===== config.mk =====
export PLATFORM = sky130hd
export DESIGN_NAME = lcd_scan_drive
export DESIGN_NICKNAME = d
export VERILOG_FILES = /design/src/rtl/lcd_drive_pkg.sv /design/src/rtl/lcd_scan_seq.sv /design/src/rtl/lcd_com_drive.sv /design/src/rtl/lcd_seg_drive.sv /design/src/rtl/lcd_scan_drive.sv
export SDC_FILE = /design/constraint.sdc
export NUM_CORES = 1
export LEC_CHECK = 0
export ABC_AREA = 1
export BUFFER_PORTS_ARGS = -buffer_cell sky130_fd_sc_hd__clkbuf_2
export CORE_AREA = 4 4 230 232
export CTS_CLUSTER_SIZE = 40
export DETAILED_ROUTE_END_ITERATION = 10
export DIE_AREA = 0 0 234 236
export GPL_TIMING_DRIVEN = 0
export PLACE_DENSITY_LB_ADDON = 0.1
export SETUP_SLACK_MARGIN = 0.5
export SLEW_MARGIN = 20
export SYNTH_ARGS = -nofsm -noshare
export SYNTH_HDL_FRONTEND = slang
export SYNTH_SLANG_ARGS = --single-unit
export TNS_END_PERCENT = 5

===== constraint.sdc =====
create_clock -name clk -period 23.9 [get_ports clk]
set_input_delay 2.39 -clock clk [delete_from_list [all_inputs] [get_ports clk]]
set_output_delay 2.39 -clock clk [all_outputs]
set_load 0.01 [all_outputs]

===== src/rtl/lcd_drive_pkg.sv =====
`timescale 1ns/1ps
package lcd_drive_pkg;

  typedef enum logic [1:0] {
    LV_VSS  = 2'd0,
    LV_TOP  = 2'd1,
    LV_MIDU = 2'd2,
    LV_MIDL = 2'd3
  } lvl_t;

  // modular sum of two non-negative indices
  function automatic int wrap_add(input int a, input int b, input int m);
    return (a + b) % m;
  endfunction

  // lines per frame for a duty code; out-of-range codes give the full panel
  function automatic int duty_lines(input int code, input int step, input int max_code);
    if (code < 1 || code > max_code) return max_code * step;
    return code * step;
  endfunction

  function automatic lvl_t seg_level(input logic pix, input logic fr);
    case ({pix, fr})
      2'b11:   return LV_TOP;
      2'b10:   return LV_VSS;
      2'b01:   return LV_MIDU;
      default: return LV_MIDL;
    endcase
  endfunction

  function automatic lvl_t com_level(input logic sel, input logic fr);
    case ({sel, fr})
      2'b11:   return LV_VSS;
      2'b10:   return LV_TOP;
      2'b01:   return LV_MIDU;
      default: return LV_MIDL;
    endcase
  endfunction

endpackage


===== src/rtl/lcd_scan_seq.sv =====
`timescale 1ns/1ps
module lcd_scan_seq #(
  parameter int N_COM     = 80,
  parameter int LINE_STEP = 8,
  parameter int AW        = $clog2(N_COM),
  parameter int DW        = $clog2(N_COM / LINE_STEP + 1)
) (
  input  logic          clk,
  input  logic          rst_n,
  input  logic          tick,
  input  logic [DW-1:0] duty_sel,
  output logic [AW-1:0] scan_pos,
  output logic          fr_cur,
  output logic          wrap_evt
);
  import lcd_drive_pkg::*;

  localparam int MAX_CODE = N_COM / LINE_STEP;

  int  frame_lines;
  logic last_pos;

  always_comb begin
    frame_lines = duty_lines(int'(duty_sel), LINE_STEP, MAX_CODE);
    last_pos    = int'(scan_pos) >= frame_lines - 1;
    wrap_evt    = tick && last_pos;
  end

  always_ff @(posedge clk or negedge rst_n) begin
    if (!rst_n) begin
      scan_pos <= '0;
      fr_cur   <= 1'b0;
    end else if (tick) begin
      if (last_pos) begin
        scan_pos <= '0;
        fr_cur   <= ~fr_cur;
      end else begin
        scan_pos <= scan_pos + 1'b1;
      end
    end
  end

endmodule


===== src/rtl/lcd_com_drive.sv =====
`timescale 1ns/1ps
module lcd_com_drive #(
  parameter int N_COM = 80,
  parameter int AW    = $clog2(N_COM)
) (
  input  logic             valid,
  input  logic [AW-1:0]    act_com,
  input  logic             fr,
  input  logic             power_save,
  output logic [N_COM-1:0] com_sel,
  output logic [2*N_COM-1:0] com_code
);
  import lcd_drive_pkg::*;

  for (genvar i = 0; i < N_COM; i++) begin : g_com
    always_comb begin
      com_sel[i] = valid && (int'(act_com) == i);
      com_code[2*i +: 2] = power_save ? LV_VSS : com_level(com_sel[i], fr);
    end
  end

endmodule


===== src/rtl/lcd_seg_drive.sv =====
`timescale 1ns/1ps
module lcd_seg_drive #(
  parameter int N_SEG = 132
) (
  input  logic [N_SEG-1:0]   lat_data,
  input  logic               invert,
  input  logic               blank,
  input  logic               fr,
  input  logic               power_save,
  output logic [2*N_SEG-1:0] seg_code
);
  import lcd_drive_pkg::*;

  for (genvar j = 0; j < N_SEG; j++) begin : g_seg
    logic pix;
    always_comb begin
      pix = blank ? 1'b0 : (lat_data[j] ^ invert);
      seg_code[2*j +: 2] = power_save ? LV_VSS : seg_level(pix, fr);
    end
  end

endmodule


===== src/rtl/lcd_scan_drive.sv =====
`timescale 1ns/1ps
module lcd_scan_drive #(
  parameter int N_COM     = 80,
  parameter int N_SEG     = 132,
  parameter int LINE_STEP = 8,
  localparam int AW       = $clog2(N_COM),
  localparam int DW       = $clog2(N_COM / LINE_STEP + 1)
) (
  input  logic               clk,
  input  logic               rst_n,
  input  logic               tick,
  input  logic               master,
  input  logic               fr_in,
  input  logic               doff_in,
  input  logic [DW-1:0]      duty_sel,
  input  logic [AW-1:0]      start_line,
  input  logic [AW-1:0]      start_com,
  input  logic               com_rev,
  input  logic               invert,
  input  logic               disp_off,
  input  logic               power_save,
  input  logic [N_SEG-1:0]   rd_data,
  output logic [AW-1:0]      rd_line,
  output logic               fr_out,
  output logic               doff_out,
  output logic [2*N_COM-1:0] com_code,
  output logic [2*N_SEG-1:0] seg_code
);
  import lcd_drive_pkg::*;

  logic [AW-1:0]    scan_pos;
  logic             fr_cur;
  logic             wrap_evt;
  logic [AW-1:0]    phys_com;
  logic [N_SEG-1:0] lat_data;
  logic [AW-1:0]    lat_com;
  logic             lat_fr;
  logic             lat_valid;
  logic             blank;
  logic [N_COM-1:0] com_sel;

  lcd_scan_seq #(.N_COM(N_COM), .LINE_STEP(LINE_STEP), .AW(AW), .DW(DW)) u_seq (
    .clk(clk), .rst_n(rst_n), .tick(tick), .duty_sel(duty_sel),
    .scan_pos(scan_pos), .fr_cur(fr_cur), .wrap_evt(wrap_evt)
  );

  // line and common addressing for the current scan position
  always_comb begin
    int base;
    rd_line  = AW'(wrap_add(int'(start_line), int'(scan_pos), N_COM));
    base     = wrap_add(int'(start_com), int'(scan_pos), N_COM);
    phys_com = com_rev ? AW'(N_COM - 1 - base) : AW'(base);
    blank    = master ? disp_off : doff_in;
  end

  // line latch: holds the line shown until the next tick
  always_ff @(posedge clk or negedge rst_n) begin
    if (!rst_n) begin
      lat_data  <= '0;
      lat_com   <= '0;
      lat_fr    <= 1'b0;
      lat_valid <= 1'b0;
    end else if (tick) begin
      lat_data  <= rd_data;
      lat_com   <= phys_com;
      lat_fr    <= master ? fr_cur : fr_in;
      lat_valid <= 1'b1;
    end
  end

  lcd_com_drive #(.N_COM(N_COM), .AW(AW)) u_com (
    .valid(lat_valid), .act_com(lat_com), .fr(lat_fr), .power_save(power_save),
    .com_sel(com_sel), .com_code(com_code)
  );

  lcd_seg_drive #(.N_SEG(N_SEG)) u_seg (
    .lat_data(lat_data), .invert(invert), .blank(blank), .fr(lat_fr),
    .power_save(power_save), .seg_code(seg_code)
  );

  assign fr_out   = fr_cur;
  assign doff_out = disp_off;

endmodule


==> results of run 1 <==
==> flip-flops by register name, indices dropped and copies added (netlist names) <==
| signal | count |
|---|---|
| lat_com | 7 |
| u_seq.scan_pos | 7 |
| u_seq.fr_cur | 1 |
| lat_fr | 1 |
| lat_data | 132 |
| lat_valid | 1 |
==> cell families after synthesis <==
logic type	after synthesis
mux	1
fa+ha+maj	290
xor+xnor	151
simple gates	1106
buf+inv	256
compound gates	111
flops	149
==> cells in the mapped netlist, drive strengths merged, types with 15 or more instances <==
master	instances	area (µm²)
o21ai	15	78.82
a21oi	84	424.2
clkbuf	98	367.9
inv	69	261.5
nor2	430	1614
xor2	144	1276
nor3	16	80.08
buf	89	641.9
dfrtp	149	3729
ha	288	3603
nand2	616	2357
nand3	29	187.7
==> metal layers <==
layer | global-route usage | part of all wire
met3 | 0.05350 | 0.065
met1 | 0.2723 | 0.41
met5 | 0 | 0.00080
met4 | 0.05654 | 0.019
met2 | 0.4134 | 0.50
==> final timing paths <==
check	start	endpoint	slack, ns	cells past startpoint
setup / recovery	master	seg_code[252]	15.99	8
hold / removal	lat_data[79]$_DFFE_PN0P_	lat_data[79]$_DFFE_PN0P_	0.49	2
setup reg to reg	u_seq.scan_pos[0]$_DFFE_PN0P_	lat_com[6]$_DFFE_PN0P_	20.71	22
hold reg to reg	lat_data[79]$_DFFE_PN0P_	lat_data[79]$_DFFE_PN0P_	0.49	2
max in group asynchronous	rst_n	lat_fr$_DFFE_PN0P_	21.39	2
min in group asynchronous	rst_n	lat_data[42]$_DFFE_PN0P_	1.86	1
==> cell type report <==
class	count	area [µm²]	area share
multi-input combinational	1659	9967	0.5084
sequential	149	3732	0.1904
timing repair buffer	594	3109	0.1586
buffer	187	1012	0.05163
tap	680	850.8	0.04340
clock buffer	19	452.9	0.02310
inverter	69	269.0	0.01372
clock inverter	13	193.9	0.009892
antenna	7	17.52	0.0008935
==> power groups by stage <==
stage                     clock (mW)  sequential (mW)  combinational (mW)
after CTS                      0.317            0.320               0.807
after global placement             0            0.335               0.783
after global routing           0.323            0.325               0.902
after floorplan                    0            0.321               0.506
after detailed placement           0            0.324               0.803
final                          0.308            0.319               0.794
==> worst register-to-register path: cells and delay by family, from the launching register on <==
kind	cells	cell delay, ns
AND/OR/NAND/NOR	13	1.13
adder cells (fa/ha/maj)	4	1.05
XOR/XNOR	1	0.18
buffers and inverters	4	0.30
flip-flops	1	0.43
==> stage by stage <==
step | worst slack, ns | utilization | hold WS [ns] | area (µm²) | total power [mW]
final | 15.99 | 0.3845 | 0.4890 | 19610 | 1.422
after global placement | 8.044 | 0.3678 | 0.4737 | 18750 | 1.118
after detailed placement | 15.71 | 0.3715 | 0.4776 | 18940 | 1.128
after global routing | 15.74 | 0.3844 | 0.5127 | 19600 | 1.550
after floorplan | 14.46 | - | 0.4610 | 14960 | 0.8268
after CTS | 15.70 | 0.3841 | 0.4943 | 19590 | 1.444
==> implementation parameters, run 1 <==
Parameter                              Value

Yosys
  Synthesized area per cell    around 7.2 µm²
  Arithmetic-cell share of the synthesized area counting full adders, half adders and majority gates    0.2436
  Synth Area in Simple Gates    0.2908
  Async set or reset register ratio after synthesis    1.000
  Main combinational cell family by area after synthesis    simple AND/OR/NAND/NOR gates
  Multiplexer area fraction after synthesis    0.0006691
  Count of cell types in the netlist    41
  Xor-xnor portion of the synthesized cell area    0.09067
  Yosys warns    0
  Number of synthesized flops with an enable pin    0
  Synth Register Bits    about 150
  Number of instances in the synthesized netlist    2064
  Cell area after synthesis    approximately 15000 µm²
  Sequential cell area fraction in the yosys report    0.2492
  Most common flop cell mapped by yosys    sky130_fd_sc_hd__dfrtp_1
  Net count after synthesis    between 2000 and 3000
  Synth Area in Compound Gates    0.04006

Clock tree
  Clock sink total    about 150
  Clock tree from TritonCTS    yes
  Number of buffers added by the clock tree synthesis step    17
  Number of instances resized during post-cts repair    0
  Number of H-tree branching levels    4
  Post-CTS setup buffer count    0
  Clock insertion delay at the later pin of the skew report    ~0.45 ns
  CTS hold repair buffers    0
  Clock transition at path regs    0.07 ns
  Clk root buf    sky130_fd_sc_hd__clkbuf_16
  Maximum number of buffers from clock root to sink    2

Setup path
  Required time worst endpoint    21.51 ns
  Kind of start point of the critical path    input pin
  WP data arrival    roughly 5.5 ns
  Largest delay contributor family on the critical path    buffers and inverters
  Maximum cell stage delay along the critical path    ~0.84 ns
  Crit Path Max Fanout    10
  Critical Path End Type    output port
  Combined buffer and inverter count along the critical path    4
  Ordered list of cells on the worst path    clkbuf_2, mux2i_1, clkbuf_1, clkbuf_1, nand2_1, ha_1, nor2_1, clkbuf_2
  Startpoint-to-endpoint class of the critical path    in2out
  Slowest cell on the critical path    sky130_fd_sc_hd__mux2i_1

Power and ir drop
  Power Density    about 73 nW/µm²
  Clock Power Share    0.217
  Portion of total power attributed to sequential cells    0.225
  Leakage power total    11.24 nW
  Net switching power    0.6595 mW
  Switching part of the total    0.4638
  Max rail drop VDD    0.04191 mV
  Share of power burned in combinational logic    0.559
  Internal power    roughly 0.76 mW

Placement
  Number of placed instances with taps included    about 3300
  Port Buffers    588
  Final estimated routing congestion in global placement    0.8560
  Detailed Place HPWL    around 52000 µm

Timing
  Worst max-slew margin expressed relative to the limit    0.2490
  Slew @ Worst Pin    ~1.1 ns
  Final Hold Violating Endpoints    0
  Crit share post-route    0.3308
  Final-report setup violation count    0
  Maximum frequency from static timing analysis    between 0.1 and 0.15 GHz
  Unrepaired setup endpoints after global routing    false
  Count of final max-slew check failures    0
  Period minus WS final    around 8 ns
  Final clock skew    about 0.012 ns
  Setup TNS    0 ns

Finish
  Non-filler cells in the finished layout    ~3400
  Share of post-route cells with drive strength above 1    0.2784
  Layout-stage area growth over the synthesis result    31.06%
  Number of fill cells    5546
  Number of nets in the final layout    roughly 3100
  Most common cell after layout, fill and taps aside    sky130_fd_sc_hd__nand2_1
  Most used cells in the layout excluding fill and tap cells    606 x sky130_fd_sc_hd__nand2_1, 589 x sky130_fd_sc_hd__clkbuf_2, 429 x sky130_fd_sc_hd__nor2_1, 288 x sky130_fd_sc_hd__ha_1, 148 x sky130_fd_sc_hd__dfrtp_1

Route
  WL final    64830 µm
  Number of iterations in the first detailed-routing pass    5
  Post-DRT Antenna Nets    0
  Post-detailed-route DRC marker count    0
  DRC violation total after the first TritonRoute iteration    approximately 640
  Vias post-DR    between 15000 and 20000
  Routed wire length per instance    around 19 µm
  Via density per instance    approximately 4.5

Status
  Outcome    finished, final reports clean

GRT
  GRT overflow    0
  Wire length of the first global-routing pass    about 95000 µm
  Maximum number of pins on one net before global-route repair    slightly above 90
  Global router's overall resource usage    0.2290
  Antenna violations before repair    11
  Via count of the first global-routing pass    15060

Floorplanning
  DIE WIDTH    234 µm
  Core area    50990 µm²
  Number of core rows    slightly above 80
  Floorplan die area    55220 µm²
  Starting density of the core    0.2934
  Height of the chip    about 240 µm
  Number of ports placed on the die boundary    around 590

Flow run
  Max-cap violations    0

Worst hold path
  Type of the worst min-delay path    reg2reg
No activity file was read; power rests on OpenSTA's default activity.
==> run 2: changes to the inputs <==
- clock period: 23.9 -> 6.7 ns (I/O delays scaled with it)
==> implementation parameters, run 2 (synthesis gave the netlist of run 1 again) <==
Parameter                              Value

Clock tree
  Clk root buf    sky130_fd_sc_hd__clkbuf_16
  Clock transition at path regs    0.07 ns (about the same)
  CTS hold repair buffers    0 (unchanged)
  Maximum number of buffers from clock root to sink    2 (unchanged)
  Clock insertion delay at the later pin of the skew report    0.45 ns (about the same)
  Post-CTS setup buffer count    0 (unchanged)
  Number of H-tree branching levels    4 (unchanged)
  Number of instances resized during post-cts repair    0 (unchanged)
  Number of buffers added by the clock tree synthesis step    17 (unchanged)
  Clock tree from TritonCTS    yes
  Clock sink total    149 (unchanged)

Setup path
  WP data arrival    3.63 ns (-1.89 ns)
  Startpoint-to-endpoint class of the critical path    in2out
  Length in cells of the worst reg-to-reg path    22 (unchanged)
  CP startpoint    master
  Required time worst endpoint    6.03 ns (-15.48 ns)
  Largest delay contributor family on the critical path    buffers and inverters
  Critical Path End Type    output port
  Critical register-to-register path endpoint    lat_com[6]$_DFFE_PN0P_
  Combined buffer and inverter count along the critical path    4 (unchanged)
  Slowest cell on the critical path    sky130_fd_sc_hd__mux2i_2
  Crit path capture    seg_code[204]
  Ordered list of cells on the worst path    clkbuf_2, mux2i_2, clkbuf_1, clkbuf_1, nand2_1, ha_1, nor2_1, clkbuf_2
  Maximum cell stage delay along the critical path    0.67 ns (-0.17 ns)
  Crit Path Max Fanout    10 (unchanged)
  Kind of start point of the critical path    input pin
  Worst flop-to-flop path startpoint    u_seq.scan_pos[0]$_DFFE_PN0P_
  Logic depth of the worst setup path including buffers    8 (unchanged)
  Setup slack, reg-to-reg    3.51 ns (-17.20 ns)

Placement
  Detailed Place HPWL    51950 µm (+0.59%)
  Port Buffers    588 (unchanged)
  Final estimated routing congestion in global placement    0.8258 (-3.5%)
  Number of placed instances with taps included    3338 (unchanged)
  Dpl cell area    18920 µm² (-0.12%)

GRT
  Antenna violations before repair    12 (+1)
  Via count of the first global-routing pass    15270 (+1.4%)
  GRT overflow    0 (unchanged)
  Global router's overall resource usage    0.2312 (+0.002194)
  Maximum number of pins on one net before global-route repair    82 (-9.9%)
  Wire length of the first global-routing pass    95910 µm (+0.92%)

Finish
  Final cell area excluding filler cells    19490 µm² (-0.60%)
  Most common cell after layout, fill and taps aside    sky130_fd_sc_hd__nand2_1
  Largest registers in the final layout    lat_data (132), lat_com (7), u_seq.scan_pos (7)
  Number of fill cells    5609 (+1.1%)
  Non-filler cells in the finished layout    3376 (-0.030%)
  Number of nets in the final layout    3127 (unchanged)
  Largest register by flop count    lat_data
  Layout-stage area growth over the synthesis result    30.27%
  Area taken by multi-input logic gates    9971 µm² (about the same)
  Number of flip-flops under the largest register name    132 (unchanged)
  Footprint of the flip-flops and latches    3732 µm² (unchanged)
  Most used cells in the layout excluding fill and tap cells    606 x sky130_fd_sc_hd__nand2_1, 590 x sky130_fd_sc_hd__clkbuf_2, 429 x sky130_fd_sc_hd__nor2_1, 288 x sky130_fd_sc_hd__ha_1, 148 x sky130_fd_sc_hd__dfrtp_1
  Share of post-route cells with drive strength above 1    0.2788 (+0.0003717)

Floorplanning
  Number of ports placed on the die boundary    593 (unchanged)
  Floorplan die area    55220 µm² (unchanged)
  Number of core rows    83 (unchanged)
  Core area    50990 µm² (unchanged)
  Starting density of the core    0.2934 (unchanged)
  DIE WIDTH    234 µm (unchanged)
  Height of the chip    236 µm (unchanged)

Timing
  Crit share post-route    0.6414
  Maximum frequency from static timing analysis    ~0.23 GHz
  Final-report setup violation count    0 (unchanged)
  Count of final max-slew check failures    0 (unchanged)
  Slew @ Worst Pin    1.056 ns (-0.07010 ns)
  Setup TNS    0 ns (unchanged)
  Period minus WS final    about 4.3 ns
  Final Hold Violating Endpoints    0 (unchanged)
  Worst max-slew margin expressed relative to the limit    0.2958 (+0.04673)
  Unrepaired setup endpoints after global routing    false
  Final clock skew    0.01453 ns (+0.002415 ns)
  Worst Hold Slack    0.2239 ns (-0.2651 ns)

Power and ir drop
  Power Density    252.7 nW/µm² (+250%)
  Leakage power total    11.19 nW (-0.50%)
  Overall power consumption    4.924 mW (+250%)
  Max rail drop VDD    0.1757 mV (+320%)

Route
  Vias post-DR    15210 (+0.66%)
  Post-detailed-route DRC marker count    0 (unchanged)
  Number of iterations in the first detailed-routing pass    7 (+2)
  Post-DRT Antenna Nets    0 (unchanged)
  WL final    65580 µm (+1.2%)
  Routed wire length per instance    19.42 µm (+1.2%)
  Via density per instance    4.505 (+0.69%)
  DRC violation total after the first TritonRoute iteration    675 (+5.8%)

Status
  Outcome    finished, final reports clean

Flow run
  Max-cap violations    0 (unchanged)

Worst hold path
  Type of the worst min-delay path    in2async
-- run 2: changes by cell type in the layout (fill, tap and decap cells not counted), sizes merged --
cell      previous run  this run
clkinvlp             0         2
inv                 73        71
clkinv               5         8
bufinv               4         1
diode                7         6
-- run 2: worst min path at each step --
| stage | startpoint | to | slack, ns | cells after the start |
|---|---|---|---|---|
| final | rst_n | lat_data[41]$_DFFE_PN0P_ | 0.22 | 1 |
| after global routing | rst_n | lat_data[41]$_DFFE_PN0P_ | 0.26 | 1 |
| after CTS | rst_n | lat_data[44]$_DFFE_PN0P_ | 0.25 | 1 |
| after detailed placement | lat_data[97]$_DFFE_PN0P_ | lat_data[97]$_DFFE_PN0P_ | 0.48 | 2 |
| after global placement | lat_data[30]$_DFFE_PN0P_ | lat_data[30]$_DFFE_PN0P_ | 0.47 | 2 |
| after floorplan | rst_n | lat_com[0]$_DFFE_PN0P_ | 0.37 | 0 |
-- run 2: routing by layer --
layer  vias up  GRT usage  part of all wire
li1       7572          -                 -
met1      7083     0.2770              0.42
met2       456     0.3995              0.48
met3        87    0.05556             0.066
met4        10    0.08606             0.034
met5         -          0            0.0011
-- run 2: worst register-to-register path: stages (launching register included) --
cell and delay, ns:
sky130_fd_sc_hd__dfrtp_1 0.44, sky130_fd_sc_hd__ha_1 0.24, sky130_fd_sc_hd__inv_1 0.07, sky130_fd_sc_hd__fa_1 0.40, sky130_fd_sc_hd__inv_1 0.10, sky130_fd_sc_hd__nand2_1 0.05
sky130_fd_sc_hd__nand2_1 0.08, sky130_fd_sc_hd__nand3_1 0.11, sky130_fd_sc_hd__nand3_1 0.09, sky130_fd_sc_hd__nand2_1 0.07, sky130_fd_sc_hd__nand2_2 0.07, sky130_fd_sc_hd__ha_1 0.22
sky130_fd_sc_hd__inv_1 0.05, sky130_fd_sc_hd__nand4_1 0.13, sky130_fd_sc_hd__nand2_2 0.13, sky130_fd_sc_hd__nand2_4 0.07, sky130_fd_sc_hd__xor2_2 0.18, sky130_fd_sc_hd__ha_1 0.18
sky130_fd_sc_hd__nand2_1 0.07, sky130_fd_sc_hd__inv_1 0.07, sky130_fd_sc_hd__nand3_1 0.08, sky130_fd_sc_hd__nand3_1 0.09, sky130_fd_sc_hd__nand2_1 0.07
-- run 2: where the power goes --
part	internal [mW]	switching [mW]	total [mW]
clock	0.518	0.428	0.946
combinational	1.06	1.79	2.84
sequential	1.01	0.122	1.13
-- run 2: area by class of cell --
type / count / area share
buffer: 187 / 0.05201
antenna: 6 / 0.0007705
inverter: 69 / 0.01380
timing repair buffer: 594 / 0.1584
tap: 680 / 0.04366
clock inverter: 13 / 0.005457
sequential: 149 / 0.1915
multi-input combinational: 1659 / 0.5117
clock buffer: 19 / 0.02273
-- run 2: through the flow --
stage               utilization  worst slack [ns]
floorplan                     -             1.054
global placement         0.3678            -3.074
detailed placement       0.3710             1.996
CTS                      0.3818             1.996
global route             0.3821             2.208
finish                   0.3822             2.402
==> run 3: changes to the inputs <==
- clock period: 6.7 -> 4 ns (I/O delays scaled with it)
==> implementation parameters, run 3 (synthesis gave the netlist of run 1 again) <==
Parameter                              Value

Route
  Via density per instance    4.505 (about the same)
  Number of iterations in the first detailed-routing pass    5 (-2)
  Vias post-DR    15250 (+0.30%)
  Routed wire length per instance    19.25 µm (-0.88%)
  Post-DRT Antenna Nets    0 (unchanged)
  WL final    65190 µm (-0.59%)
  Post-detailed-route DRC marker count    0 (unchanged)
  DRC violation total after the first TritonRoute iteration    773 (+15%)

GRT
  Antenna violations before repair    12 (unchanged)
  Layer carrying the most global-route usage    met2
  Maximum number of pins on one net before global-route repair    62 (-24%)
  Wire length of the first global-routing pass    95540 µm (-0.39%)
  Grt met1 use    0.2827 (+0.005723)
  Via count of the first global-routing pass    15150 (-0.83%)
  Grt met3 use    0.05254 (-0.003019)
  Global router's overall resource usage    0.2302 (-0.0009916)
  GR Util met2    0.4049 (+0.005390)
  GRT overflow    0 (unchanged)

Finish
  Largest register by flop count    lat_data
  Largest registers in the final layout    lat_data (132), lat_com (7), u_seq.scan_pos (7)
  Share of post-route cells with drive strength above 1    0.2863 (+0.007538)
  Number of fill cells    5574 (-0.62%)
  Final cell area excluding filler cells    19810 µm² (+1.7%)
  Most common cell after layout, fill and taps aside    sky130_fd_sc_hd__nand2_1
  Number of flip-flops under the largest register name    132 (unchanged)
  Number of nets in the final layout    3140 (+0.42%)
  Most used cells in the layout excluding fill and tap cells    605 x sky130_fd_sc_hd__nand2_1, 591 x sky130_fd_sc_hd__clkbuf_2, 429 x sky130_fd_sc_hd__nor2_1, 284 x sky130_fd_sc_hd__ha_1, 145 x sky130_fd_sc_hd__dfrtp_1
  Layout-stage area growth over the synthesis result    32.43%

Floorplanning
  Number of ports placed on the die boundary    593 (unchanged)
  DIE WIDTH    234 µm (unchanged)
  Floorplan die area    55220 µm² (unchanged)
  Core area    50990 µm² (unchanged)
  Number of core rows    83 (unchanged)
  Starting density of the core    0.2934 (unchanged)
  Height of the chip    236 µm (unchanged)

Clock tree
  Clock transition at path regs    0.07 ns (about the same)
  Number of H-tree branching levels    4 (unchanged)
  Clk root buf    sky130_fd_sc_hd__clkbuf_16
  Clock tree from TritonCTS    yes
  Maximum number of buffers from clock root to sink    2 (unchanged)
  Clock sink total    149 (unchanged)
  Number of buffers added by the clock tree synthesis step    17 (unchanged)
  Clock insertion delay at the later pin of the skew report    0.45 ns (about the same)

Placement
  Detailed Place HPWL    52300 µm (+0.67%)
  Dpl cell area    19030 µm² (+0.58%)
  Worst-case setup slack after placement    -0.1727 ns (-2.169 ns)
  Port Buffers    588 (unchanged)
  Final estimated routing congestion in global placement    0.8553 (+3.6%)

Timing
  Period minus WS final    between 3 and 4 ns
  Final worst slack    0.6568 ns (-1.746 ns)
  Unrepaired setup endpoints after global routing    true
  Final Hold Violating Endpoints    0 (unchanged)
  Final-report setup violation count    0 (unchanged)
  Count of final max-slew check failures    0 (unchanged)
  Worst max-slew margin expressed relative to the limit    0.2376 (-0.05813)
  Setup TNS    0 ns (unchanged)
  Crit share post-route    0.8358
  Final clock skew    0.009682 ns (-0.004847 ns)
  Slew @ Worst Pin    1.144 ns (+0.08719 ns)
  Maximum frequency from static timing analysis    between 0.2 and 0.3 GHz
  Worst Hold Slack    0.1479 ns (-0.07603 ns)

Power and ir drop
  Max rail drop VDD    0.3053 mV (+74%)
  Power Density    430.9 nW/µm² (+71%)
  Leakage power total    11.31 nW (+1.1%)

Setup path
  CP startpoint    master
  Critical Path End Type    output port
  Ordered list of cells on the worst path    clkbuf_2, mux2i_4, clkbuf_2, clkbuf_1, nand2_1, ha_1, nor2_1, nor2_1, clkbuf_2
  Length in cells of the worst reg-to-reg path    22 (unchanged)
  Critical path's most frequent cell    sky130_fd_sc_hd__clkbuf_2
  Setup slack, reg-to-reg    0.80 ns (-2.71 ns)
  Startpoint-to-endpoint class of the critical path    in2out
  WP data arrival    2.94 ns (-0.69 ns)
  Kind of start point of the critical path    input pin
  Worst flop-to-flop path startpoint    u_seq.scan_pos[0]$_DFFE_PN0P_
  Required time worst endpoint    3.60 ns (-2.43 ns)
  Maximum cell stage delay along the critical path    0.47 ns (-0.20 ns)
  Critical register-to-register path endpoint    lat_com[5]$_DFFE_PN0P_
  Crit path capture    seg_code[195]
  Crit Path Max Fanout    10 (unchanged)
  Slowest cell on the critical path    sky130_fd_sc_hd__clkbuf_1

Worst hold path
  Type of the worst min-delay path    in2reg

Flow run
  Max-cap violations    0 (unchanged)

Status
  Outcome    finished, final reports clean
[run 3: cell count changes in the layout (fill, tap and decap cells not counted), sizes merged]
| cell | previous run | this run |
|---|---|---|
| dlygate4sd3 | 0 | 1 |
| clkbuf | 705 | 708 |
| clkinv | 8 | 3 |
| diode | 6 | 3 |
| inv | 71 | 70 |
| clkinvlp | 2 | 3 |
| bufinv | 1 | 3 |
| buf | 95 | 107 |
[run 3: cell type report]
class / count / area (µm²) / share of cell area
repair buffers: 607 / 3264 / 0.1648
well taps: 680 / 850.8 / 0.04295
multi-input cells: 1659 / 10050 / 0.5074
clock buffers: 22 / 474.2 / 0.02394
clock inverters: 10 / 145.1 / 0.007326
diodes: 3 / 7.507 / 0.0003790
plain buffers: 187 / 1015 / 0.05122
flip-flops and latches: 149 / 3736 / 0.1886
inverters: 69 / 265.3 / 0.01339
[run 3: power by group]
| part | internal (mW) | leakage, nW | switching [mW] |
|---|---|---|---|
| logic | 1.87 | 9.20 | 3.02 |
| registers | 1.70 | 1.81 | 0.206 |
| clock network | 1.04 | 0.297 | 0.708 |
[run 3: how the worst min path moves through the flow]
stage | startpoint | end | slack (ns) | cells past startpoint
2_1_floorplan | rst_n | lat_com[0]$_DFFE_PN0P_ | 0.10 | 0
3_3_place_gp | lat_data[31]$_DFFE_PN0P_ | lat_data[31]$_DFFE_PN0P_ | 0.47 | 2
6_report | rd_data[90] | lat_data[90]$_DFFE_PN0P_ | 0.15 | 3
5_1_grt | rd_data[81] | lat_data[81]$_DFFE_PN0P_ | 0.14 | 3
3_5_place_dp | rst_n | lat_data[43]$_DFFE_PN0P_ | 0.38 | 1
4_1_cts | rd_data[90] | lat_data[90]$_DFFE_PN0P_ | 0.12 | 3
[run 3: repair_timing]
action / CTS / global route
resized for setup: 4 / 14
hold buffers: 1 / 0
setup endpoints to repair: 188 / 4
hold endpoints to repair: 48 / 0
pin swaps: 0 / 4
buffers inserted: 3 / 4
[run 3: metrics by stage]
step             util  total power [mW]  instances
2_1_floorplan       -             4.934       2064
3_3_place_gp   0.3679             6.655       3332
3_5_place_dp   0.3732             6.776       3343
4_1_cts        0.3863             8.583       3379
5_1_grt        0.3885             9.323       3385
6_report       0.3885             8.536       3386
[run 3: critical path: cells and delay by family]
family,cells,cell delay (ns)
AND/OR/NAND/NOR,3,0.62
buffers and inverters,4,1.24
multiplexers,1,0.46
adder cells (fa/ha/maj),1,0.22
[run 3: per-layer routing]
layer  share of wire  vias to the layer above  wire length (µm)
met5         0.00095                        -                62
met4           0.023                       10              1491
met3           0.065                       71              4227
met2            0.49                      441             31960
met1            0.42                     7129             27440
li1                -                     7603                 -
